<file path="config.mk">
export PLATFORM = sky130hd
export DESIGN_NAME = hpref_wake_top
export DESIGN_NICKNAME = d
export VERILOG_FILES = /design/src/rtl/hpref_pkg.sv /design/src/rtl/hpref_capture.sv /design/src/rtl/hpref_diff.sv /design/src/rtl/hpref_wake.sv /design/src/rtl/hpref_wake_top.sv
export SDC_FILE = /design/constraint.sdc
export NUM_CORES = 1
export LEC_CHECK = 0
export BUFFER_PORTS_ARGS = -buffer_cell sky130_fd_sc_hd__buf_2
export CORE_MARGIN = 5
export CORE_UTILIZATION = 54
export DETAILED_ROUTE_END_ITERATION = 8
export PLACE_DENSITY = 0.8
export SYNTH_ARGS = -nofsm -noshare
export SYNTH_HDL_FRONTEND = slang
export SYNTH_SLANG_ARGS = --single-unit
</file>
<file path="constraint.sdc">
create_clock -name clk -period 9.36 [get_ports clk]
set_clock_uncertainty 0.1 [all_clocks]
set_input_delay 1.872 -clock clk [delete_from_list [all_inputs] [get_ports clk]]
set_output_delay 1.872 -clock clk [all_outputs]
set_load 0.05 [all_outputs]
</file>
<file path="src/rtl/hpref_pkg.sv">
package hpref_pkg;
    // number of acceleration axes handled side by side
    localparam int NAXIS = 3;
    // field widths of the wake programming inputs
    localparam int THS_W = 6;
    localparam int DUR_W = 2;
endpackage

</file>
<file path="src/rtl/hpref_capture.sv">
module hpref_capture
    import hpref_pkg::*;
#(
    parameter int DATA_W = 16
) (
    input  logic                      clk,
    input  logic                      rst_n,
    input  logic                      smp_valid,
    input  logic [NAXIS*DATA_W-1:0]   smp,
    input  logic                      mode,
    output logic [NAXIS*DATA_W-1:0]   ref_eff
);
    localparam int VW = NAXIS * DATA_W;

    typedef struct packed {
        logic [VW-1:0] snap;
        logic [VW-1:0] last;
        logic          mode_p;
    } cap_t;

    cap_t cap_d, cap_q;
    logic rise;

    always_comb begin
        cap_d  = cap_q;
        rise   = mode & ~cap_q.mode_p;
        if (rise) begin
            cap_d.snap = smp_valid ? smp : cap_q.last;
        end
        if (smp_valid) begin
            cap_d.last = smp;
        end
        cap_d.mode_p = mode;
        ref_eff      = cap_d.snap;
    end

    always_ff @(posedge clk) begin
        if (!rst_n) begin
            cap_q <= '0;
        end else begin
            cap_q <= cap_d;
        end
    end

    // with the mode high and already high, the snapshot is kept
    p_snap_hold_r10: assert property (@(posedge clk) disable iff (!rst_n)
        (mode && cap_q.mode_p) |=> $stable(cap_q.snap));

    // a capture cycle with a sample loads that sample as snapshot
    p_snap_take_r2: assert property (@(posedge clk) disable iff (!rst_n)
        (mode && !cap_q.mode_p && smp_valid) |=> (cap_q.snap == $past(smp)));

endmodule

</file>
<file path="src/rtl/hpref_diff.sv">
module hpref_diff
    import hpref_pkg::*;
#(
    parameter int DATA_W = 16
) (
    input  logic                      mode,
    input  logic [NAXIS*DATA_W-1:0]   smp,
    input  logic [NAXIS*DATA_W-1:0]   ref_eff,
    input  logic [THS_W-1:0]          ths,
    output logic [NAXIS*DATA_W-1:0]   dif,
    output logic                      exceed_any
);
    localparam int SHIFT = DATA_W - 1 - THS_W;
    localparam int WW    = DATA_W + 1;

    logic [WW-1:0]    ths_scaled;
    logic [NAXIS-1:0] exceed;

    always_comb begin
        ths_scaled = {{(WW-THS_W){1'b0}}, ths} << SHIFT;
    end

    for (genvar a = 0; a < NAXIS; a++) begin : g_axis
        logic [DATA_W-1:0] s_a;
        logic [DATA_W-1:0] r_a;
        logic [WW-1:0]     wide;
        logic [DATA_W-1:0] sat_a;
        logic [DATA_W-1:0] out_a;
        logic [WW-1:0]     mag;

        always_comb begin
            s_a  = smp[a*DATA_W +: DATA_W];
            r_a  = ref_eff[a*DATA_W +: DATA_W];
            wide = {s_a[DATA_W-1], s_a} - {r_a[DATA_W-1], r_a};
            if (wide[WW-1] != wide[WW-2]) begin
                sat_a = wide[WW-1] ? {1'b1, {(DATA_W-1){1'b0}}}
                                   : {1'b0, {(DATA_W-1){1'b1}}};
            end else begin
                sat_a = wide[DATA_W-1:0];
            end
            out_a = mode ? sat_a : s_a;
            if (out_a[DATA_W-1]) begin
                mag = ~{1'b1, out_a} + 1'b1;
            end else begin
                mag = {1'b0, out_a};
            end
            exceed[a] = mag > ths_scaled;
        end

        assign dif[a*DATA_W +: DATA_W] = out_a;
    end

    assign exceed_any = |exceed;

endmodule

</file>
<file path="src/rtl/hpref_wake.sv">
module hpref_wake
    import hpref_pkg::*;
(
    input  logic             clk,
    input  logic             rst_n,
    input  logic             smp_valid,
    input  logic             mode,
    input  logic             exceed_any,
    input  logic [DUR_W-1:0] dur,
    output logic             irq
);
    localparam int CNT_W = DUR_W + 1;

    typedef struct packed {
        logic [CNT_W-1:0] run;
        logic             irq;
    } wake_t;

    wake_t wk_d, wk_q;

    always_comb begin
        wk_d = wk_q;
        if (!mode) begin
            wk_d = '0;
        end else if (smp_valid) begin
            if (exceed_any) begin
                if (wk_q.run != {CNT_W{1'b1}}) begin
                    wk_d.run = wk_q.run + 1'b1;
                end
                wk_d.irq = wk_d.run > CNT_W'(dur);
            end else begin
                wk_d = '0;
            end
        end
    end

    always_ff @(posedge clk) begin
        if (!rst_n) begin
            wk_q <= '0;
        end else begin
            wk_q <= wk_d;
        end
    end

    assign irq = wk_q.irq;

    // the interrupt only rises on an exceeding sample in reference mode
    p_irq_rise_r7: assert property (@(posedge clk) disable iff (!rst_n)
        $rose(wk_q.irq) |-> $past(smp_valid && mode && exceed_any));

    // a quiet sample in reference mode drops the interrupt
    p_irq_drop_r8: assert property (@(posedge clk) disable iff (!rst_n)
        (smp_valid && mode && !exceed_any) |=> (!wk_q.irq && wk_q.run == '0));

    // mode off clears the interrupt
    p_irq_off_r5: assert property (@(posedge clk) disable iff (!rst_n)
        !mode |=> !wk_q.irq);

    // no sample in reference mode leaves the run count alone
    p_run_hold_r9: assert property (@(posedge clk) disable iff (!rst_n)
        (!smp_valid && mode) |=> $stable(wk_q));

endmodule

</file>
<file path="src/rtl/hpref_wake_top.sv">
module hpref_wake_top
    import hpref_pkg::*;
#(
    parameter int DATA_W = 16
) (
    input  logic                     clk,
    input  logic                     rst_n,
    input  logic                     smp_valid,
    input  logic signed [DATA_W-1:0] smp_x,
    input  logic signed [DATA_W-1:0] smp_y,
    input  logic signed [DATA_W-1:0] smp_z,
    input  logic                     ref_mode,
    input  logic [THS_W-1:0]         wk_ths,
    input  logic [DUR_W-1:0]         wk_dur,
    output logic                     out_valid,
    output logic signed [DATA_W-1:0] diff_x,
    output logic signed [DATA_W-1:0] diff_y,
    output logic signed [DATA_W-1:0] diff_z,
    output logic                     wake_irq
);
    localparam int VW = NAXIS * DATA_W;

    typedef struct packed {
        logic          vld;
        logic [VW-1:0] dat;
    } out_t;

    out_t          out_d, out_q;
    logic [VW-1:0] smp_vec;
    logic [VW-1:0] ref_eff;
    logic [VW-1:0] dif_vec;
    logic          exceed_any;

    assign smp_vec = {smp_z, smp_y, smp_x};

    hpref_capture #(.DATA_W(DATA_W)) i_capture (
        .clk       (clk),
        .rst_n     (rst_n),
        .smp_valid (smp_valid),
        .smp       (smp_vec),
        .mode      (ref_mode),
        .ref_eff   (ref_eff)
    );

    hpref_diff #(.DATA_W(DATA_W)) i_diff (
        .mode       (ref_mode),
        .smp        (smp_vec),
        .ref_eff    (ref_eff),
        .ths        (wk_ths),
        .dif        (dif_vec),
        .exceed_any (exceed_any)
    );

    hpref_wake i_wake (
        .clk        (clk),
        .rst_n      (rst_n),
        .smp_valid  (smp_valid),
        .mode       (ref_mode),
        .exceed_any (exceed_any),
        .dur        (wk_dur),
        .irq        (wake_irq)
    );

    always_comb begin
        out_d     = out_q;
        out_d.vld = smp_valid;
        if (smp_valid) begin
            out_d.dat = dif_vec;
        end
    end

    always_ff @(posedge clk) begin
        if (!rst_n) begin
            out_q <= '0;
        end else begin
            out_q <= out_d;
        end
    end

    assign out_valid = out_q.vld;
    assign diff_x    = out_q.dat[0*DATA_W +: DATA_W];
    assign diff_y    = out_q.dat[1*DATA_W +: DATA_W];
    assign diff_z    = out_q.dat[2*DATA_W +: DATA_W];

    // output strobe follows the input strobe by one cycle
    p_valid_follow_r3: assert property (@(posedge clk) disable iff (!rst_n)
        smp_valid |=> out_valid);
    p_valid_quiet_r3: assert property (@(posedge clk) disable iff (!rst_n)
        !smp_valid |=> !out_valid);

    // outputs hold while no new data
    p_data_hold_r9: assert property (@(posedge clk) disable iff (!rst_n)
        !out_valid |-> ($stable(diff_x) && $stable(diff_y) && $stable(diff_z)));

    // a sample on the enable edge is its own reference
    p_zero_on_capture_r2: assert property (@(posedge clk) disable iff (!rst_n)
        (smp_valid && ref_mode && !$past(ref_mode)) |=>
            (diff_x == '0 && diff_y == '0 && diff_z == '0 && !wake_irq));

    // with the mode off the sample is passed as is
    p_passthru_r5: assert property (@(posedge clk) disable iff (!rst_n)
        (smp_valid && !ref_mode) |=>
            (diff_x == $past(smp_x) && diff_y == $past(smp_y) && diff_z == $past(smp_z)));

endmodule

</file>
# ---- After elaboration in Yosys (flattened, before gate mapping)
# Index checks and enable logic that the tools add are counted.
dict set report classes {
  n_lt_le_gt_ge 4
  reduce_logical 2
  n_mux 19
  n_bitwise 5
  addsub 7
  n_eq_ne 4
}
# op n
set op_table {}
lappend op_table {{16-bit two-way mux} 9}
lappend op_table {{48-bit two-way mux} 2}
lappend op_table {{17-bit by 1-bit adder with 17-bit output, second input constant} 3}
lappend op_table {{17-bit by 15-bit greater-than comparator with 1-bit output} 3}
lappend op_table {{17-bit two-way mux} 3}
lappend op_table {{17-bit NOT} 3}
lappend op_table {{16-bit by 16-bit subtractor with 17-bit output} 3}
lappend op_table {{3-bit two-way mux} 4}
lappend op_table {{4-bit two-way mux} 1}
lappend op_table {{3-bit by 1-bit adder with 3-bit output, second input constant} 1}
lappend op_table {{3-bit by 2-bit greater-than comparator with 1-bit output} 1}
lappend op_table {{1-bit inequality test} 3}
lappend op_table {{3-bit inequality test, second input constant} 1}
lappend op_table {{3-bit OR reduction} 1}
lappend op_table {{2-bit AND reduction} 1}
lappend op_table {{1-bit bitwise AND} 1}
lappend op_table {{1-bit NOT} 1}
dict set report word_totals {
  register_bits 150
  out_inout_bits 50
  in_bits 60
  word_cells 48
}

# ---- Longest topological paths before layout
dict set report depth {
  depth_word 17
  ltp_mapped 45
  mapped_depth_nobuf 38
}

# ---- Cells and area by module
# A second synthesis with hierarchy kept.
dict set report unflattened {
  cells_unflattened 1503
  hier_area_um2 12122.9
}
# module cells_per_inst instances area_per_inst_um2 seq_area_each_um2
set modules_own_cells {}
lappend modules_own_cells {hpref_diff 802 1 5163.7 0.0}
lappend modules_own_cells {hpref_capture 515 1 4862.2 1941.9}
lappend modules_own_cells {hpref_wake_top 157 1 1853.0 980.9}
lappend modules_own_cells {hpref_wake 29 1 244.0 80.1}

# ---- Least setup slack after synthesis
# Ideal clock, no wire load.
dict set report synth_timing {
  path_type {input -> register}
  startpoint {input port ref_mode}
  endpoint {register i_wake.wk_q[2] (netlist name)}
  t_required_ps 9139
  setup_slack_ps -193
  path_buffers 7
  arrival_time_ps 9332
  setup_time_ps 121
  path_stages 44
  path_cell_list {buf_2 -> clkbuf_1 -> clkbuf_1 -> buf_1 -> nand2b_1 -> clkbuf_1 -> clkbuf_1 -> nor2_1 -> a21oi_1 -> ha_1 -> buf_2 -> a2111oi_0 -> a21o_1 -> o21ai_1 -> a21o_1 -> a21oi_1 -> nor2b_1 -> o21ai_0 -> (+8 left out) -> o21ai_0 -> nor3_1 -> nand3_1 -> nand2_1 -> xor2_1 -> ha_1 -> nor2b_1 -> o21a_1 -> o21a_1 -> o21a_1 -> o21ai_0 -> nand2b_1 -> a21boi_0 -> a211oi_1 -> o311a_1 -> nand4_2 -> o211ai_1 -> a21oi_1}
}
dict set report synth_between {
  elab_chain_cells 12
  elab_cells_between_ends 32
  cone_classes {add/sub (6); order compare (3); eq/ne (3); mux (14); bitwise (4); reduce/logical (2)}
}
# element line
set synth_rtl {}
lappend synth_rtl {{from (decl)} hpref_wake_top.sv:12} ;# input logic ref_mode,
lappend synth_rtl {{1-bit bitwise AND} hpref_capture.sv:26} ;# rise = mode & ~cap_q.mode_p;
lappend synth_rtl {{48-bit two-way mux} hpref_capture.sv:27} ;# if (rise) begin
lappend synth_rtl {{16-bit by 16-bit subtractor with 17-bit output} hpref_diff.sv:34} ;# wide = {s_a[DATA_W-1], s_a} - {r_a[DATA_W-1], r_a};
lappend synth_rtl {{16-bit two-way mux / 1-bit inequality test (equally long branches)} {hpref_diff.sv:36, hpref_diff.sv:35}}
lappend synth_rtl {{16-bit two-way mux} hpref_diff.sv:35} ;# if (wide[WW-1] != wide[WW-2]) begin
lappend synth_rtl {{16-bit two-way mux} hpref_diff.sv:41} ;# out_a = mode ? sat_a : s_a;
lappend synth_rtl {{17-bit NOT} hpref_diff.sv:43} ;# mag = ~{1'b1, out_a} + 1'b1;
lappend synth_rtl {{17-bit by 1-bit adder with 17-bit output} hpref_diff.sv:43}
lappend synth_rtl {{17-bit two-way mux} hpref_diff.sv:42} ;# if (out_a[DATA_W-1]) begin
lappend synth_rtl {{17-bit by 15-bit greater-than comparator with 1-bit output} hpref_diff.sv:47} ;# exceed[a] = mag > ths_scaled;
lappend synth_rtl {{3-bit OR reduction} hpref_diff.sv:53} ;# assign exceed_any = |exceed;
lappend synth_rtl {{4-bit two-way mux} hpref_wake.sv:26} ;# if (exceed_any) begin
lappend synth_rtl {{to (signal assigned)} hpref_wake.sv:41} ;# wk_q <= wk_d;
lappend synth_rtl {{to (decl)} hpref_wake.sv:19} ;# wake_t wk_d, wk_q;
# Parallel ways exist; a longest one is shown, timed or not.
# A chain may end at the register's enable or synchronous reset.

# ---- Worst setup path in the final report
dict set report layout_timing {
  startpoint {input port smp_valid}
  endpoint {register i_wake.wk_q[2] (netlist name)}
}
dict set report layout_between {
  elab_chain_cells 12
  elab_cells_between_ends 31
  cone_classes {add/sub (6); order compare (3); eq/ne (3); mux (15); bitwise (3); reduce/logical (1)}
}
# element line
set layout_rtl {}
lappend layout_rtl {{from (decl)} hpref_wake_top.sv:8} ;# input logic smp_valid,
lappend layout_rtl {{48-bit two-way mux} hpref_capture.sv:28} ;# cap_d.snap = smp_valid ? smp : cap_q.last;
lappend layout_rtl {{48-bit two-way mux} hpref_capture.sv:27}
lappend layout_rtl {{16-bit by 16-bit subtractor with 17-bit output} hpref_diff.sv:34}
lappend layout_rtl {{16-bit two-way mux / 1-bit inequality test (equally long branches)} {hpref_diff.sv:36, hpref_diff.sv:35}}
lappend layout_rtl {{16-bit two-way mux} hpref_diff.sv:35}
lappend layout_rtl {{16-bit two-way mux} hpref_diff.sv:41}
lappend layout_rtl {{17-bit NOT} hpref_diff.sv:43}
lappend layout_rtl {{17-bit by 1-bit adder with 17-bit output} hpref_diff.sv:43}
lappend layout_rtl {{17-bit two-way mux} hpref_diff.sv:42}
lappend layout_rtl {{17-bit by 15-bit greater-than comparator with 1-bit output} hpref_diff.sv:47}
lappend layout_rtl {{3-bit OR reduction} hpref_diff.sv:53}
lappend layout_rtl {{4-bit two-way mux} hpref_wake.sv:26}
# Parallel ways exist; a longest one is shown, timed or not.

==> qor.yml <==
met1Wirelength_mm: 12.1
htree_levels: 4
wl_per_cell_um: 16.9
period_minus_slack_ns: 8.89
gp_congestion: 0.923
die_area_sq_um: 21600
synth_top_area_share_pct: 29.6
vias: 9662
netlist_instances: 1284
ant_nets: 0
start_kind: "input pin"
synth.net_count: 1425
p_sw_share_pct: 39.4
cts_max_path_buffers: 2
final_cell_mix: "nor2_1, dfxtp_1, a21oi_1, buf_2, ha_1"
wl_met3_mm: 1.79
synth_cell_types: 85
grt_usage_pct: 25.0
p_per_area_nw_per_um2: 213
layout_commonest_cell: "nor2_1"
fin_nets: 1509
final_cell_area_sq_um: 11500
synthToLayoutAreaGrowth_pct: 13.9
syn_area_sq_um: 10100
dp_hpwl_mm: 20.4
hold_viol: 0
power_frac_comb_pct: 42.2
highest_layer: "met4"
synth_top_cells_by_area: "dfxtp_1, ha_1, nor2_1, mux2i_1, a21oi_1"
pwr-share-seq_pct: 28.8
ys_async_sr_fraction_pct: 0
rows: 50
ys_seq_area_share_pct: 29.6
relSlewSlack_pct: 48.8
synthFlopType: "dfxtp_1"
hold_start: "diff_z[6]"
synth.yosys.warnings: 0
yosysTopAreaCell: "dfxtp_1"
root_buffer: "clkbuf_16"
reg2reg_from: "i_capture.cap_q[0]"
die-width_um: 147
status: "complete, no violations"
power_leakage_nw: 5.12
cts_setup_buffers: 0
crit_slowest_cell: "o41ai_2"
hold_depth: 2
routed_wl_mm: 27.2
power.switching_mw: 0.969
crit_type: "input pin to register"
final-setup-viol-count: 0
dr_wl_met2_mm: 12.7
p_clk_share_pct: 29.0
initial_utilization_pct: 54.6
reg2reg_depth: 33
grt_pass1_vias: 9028
clock.fmax_ghz: 0.112
grt_max_degree: 80
placed_cell_area_sq_um: 10900
required_ns: 9.58
drtPass1Iterations: 6
vias_per_cell: 5.98
chipHeight_um: 147
crit_top_cell: "a21oi_1"
reg2reg_setup_slack_ns: 1.76
hp-class: "register to register"
clock-sinks: 150
drv_cap: 0
worst_pin_slew_ns: 0.768
dr.first_iter.drc_count: 795
crit_arrival_ns: 9.11
numCtsBuffers: 17
rsz0062_at_grt: "false"
insertion_delay_ns: 0.44
fin_setup_tns_ns: 0
gr-total-overflow: 0
post-route-util_pct: 62.1
syn_avg_cell_area_sq_um: 7.90
vdd_drop_max_uv: 146
antenna_found_initial: 0
io_pins: 110
synth_edf_count: 0
finalMaxSlewViolations: 0
io_buffer_count: 109
drive_above_1_share_pct: 14.3
worst-path-max-fanout: 16
hold_path_end: "diff_z[6]"
synth_seq_cells: 150
antenna_cells: 0
cpPeakStageDelay_ns: 0.48
grt_pass1_wl_mm: 44.9
clkSlewWorstSetupHoldPaths_ns: 0.06
endpoint_kind: "register"
drc: 0
min_period_over_period_pct: 95.0
p_int_mw: 1.49
rr_endpoint: "i_wake.wk_q[2]"
fp.coreArea_sq_um: 18600
tritoncts: "yes"
routing by layer:
metal,GRT usage (%),up-vias
li1,-,4793
met1,32.6,4472
met2,42.1,341
met3,4.38,56
met4,8.25,0
met5,0,-
through the flow:
step                      cells  hold slack [ns]  worst slack, ns  power, mW
after floorplan            1284            0.350           0.0249       1.48
after global placement     1583            0.348         -0.00941       1.70
after detailed placement   1583            0.353           0.0148       1.73
after CTS                  1615            0.362            0.365       2.44
after global routing       1615            0.383           0.0201       2.60
final                      1615            0.359            0.469       2.46
logic make-up after synthesis:
group	count (synthesis)	synth area share, %
flip-flops	150	29.6
AO/OA/AOI/OAI	351	22.8
adder cells (fa/ha/maj)	81	10.2
multiplexers	77	7.70
XOR/XNOR	47	4.06
buffers and inverters	112	4.37
AND/OR/NAND/NOR	466	21.2
synth_stat cells (5+ instances only):
| cell type | n |
|---|---|
| and3_1 | 7 |
| buf_1 | 13 |
| mux2i_1 | 72 |
| o211ai_1 | 15 |
| o31ai_1 | 7 |
| nor4b_1 | 5 |
| a21o_1 | 12 |
| o221ai_1 | 9 |
| o21a_1 | 20 |
| nor3_1 | 33 |
| nand3_1 | 11 |
| nand4_1 | 12 |
| xnor2_1 | 27 |
| inv_1 | 41 |
| nand2b_1 | 26 |
| a31oi_1 | 11 |
| xor2_1 | 20 |
| a211oi_1 | 23 |
| o21ai_1 | 6 |
| a21oi_1 | 123 |
| dfxtp_1 | 150 |
| o22ai_1 | 10 |
| ha_1 | 78 |
| a311oi_1 | 5 |
| o21ai_0 | 47 |
| or3_1 | 9 |
| nor4_1 | 7 |
| and2_1 | 15 |
| nor2b_1 | 17 |
| o2111a_1 | 5 |
| clkbuf_1 | 48 |
| nor2_1 | 245 |
| nand2_1 | 59 |
| a221oi_1 | 5 |
cell type report:
type | instances | area [sq um]
sequential | 150 | 3000
timing repair buffer | 133 | 738
tap | 234 | 293
inverter | 44 | 168
clock buffer | 17 | 425
clock inverter | 15 | 179
fill | 1631 | 7040
multi-input combinational | 1022 | 6740
power groups by stage:
| stage | clock network (mW) | logic [mW] | registers, mW |
|---|---|---|---|
| after floorplan | 0 | 0.674 | 0.809 |
| after global placement | 0 | 0.984 | 0.721 |
| after detailed placement | 0 | 1.00 | 0.722 |
| after CTS | 0.723 | 1.01 | 0.708 |
| after global routing | 0.747 | 1.14 | 0.713 |
| final | 0.713 | 1.04 | 0.708 |
repair_timing:
| action | CTS | global route |
|---|---|---|
| hold buffers | 0 | 0 |
| endpoints found under the setup margin | 0 | 4 |
| resized for setup | 0 | 12 |
state kept, by name, indices dropped and copies added (netlist names):
signal / count
diff_x: 16
diff_y: 16
diff_z: 16
i_capture.cap_q: 97
i_wake.irq: 1
i_wake.wk_q: 3
out_valid: 1
how the worst max path moves through the flow:
| stage | start | endpoint | slack, ns | cells after the start |
|---|---|---|---|---|
| floorplan | ref_mode | i_wake.wk_q[2] | 0.02 | 44 |
| global placement | smp_valid | i_wake.wk_q[2] | -0.009 | 34 |
| detailed placement | smp_valid | i_wake.wk_q[2] | 0.01 | 35 |
| CTS | smp_valid | i_wake.wk_q[2] | 0.36 | 35 |
| global route | smp_valid | i_wake.wk_q[2] | 0.02 | 38 |
| finish | smp_valid | i_wake.wk_q[2] | 0.47 | 34 |
critical path, delay by kind of cell:
kind,cells,cell delay [ns]
and+or+nand+nor,10,1.75
buffers and inverters,3,0.72
adders and majority gates,3,0.94
AOI/OAI and AO/OA,15,3.21
xor gates and xnor gates,2,0.35
muxes,1,0.26
Note: power is estimated with default switching activity, not from simulation.
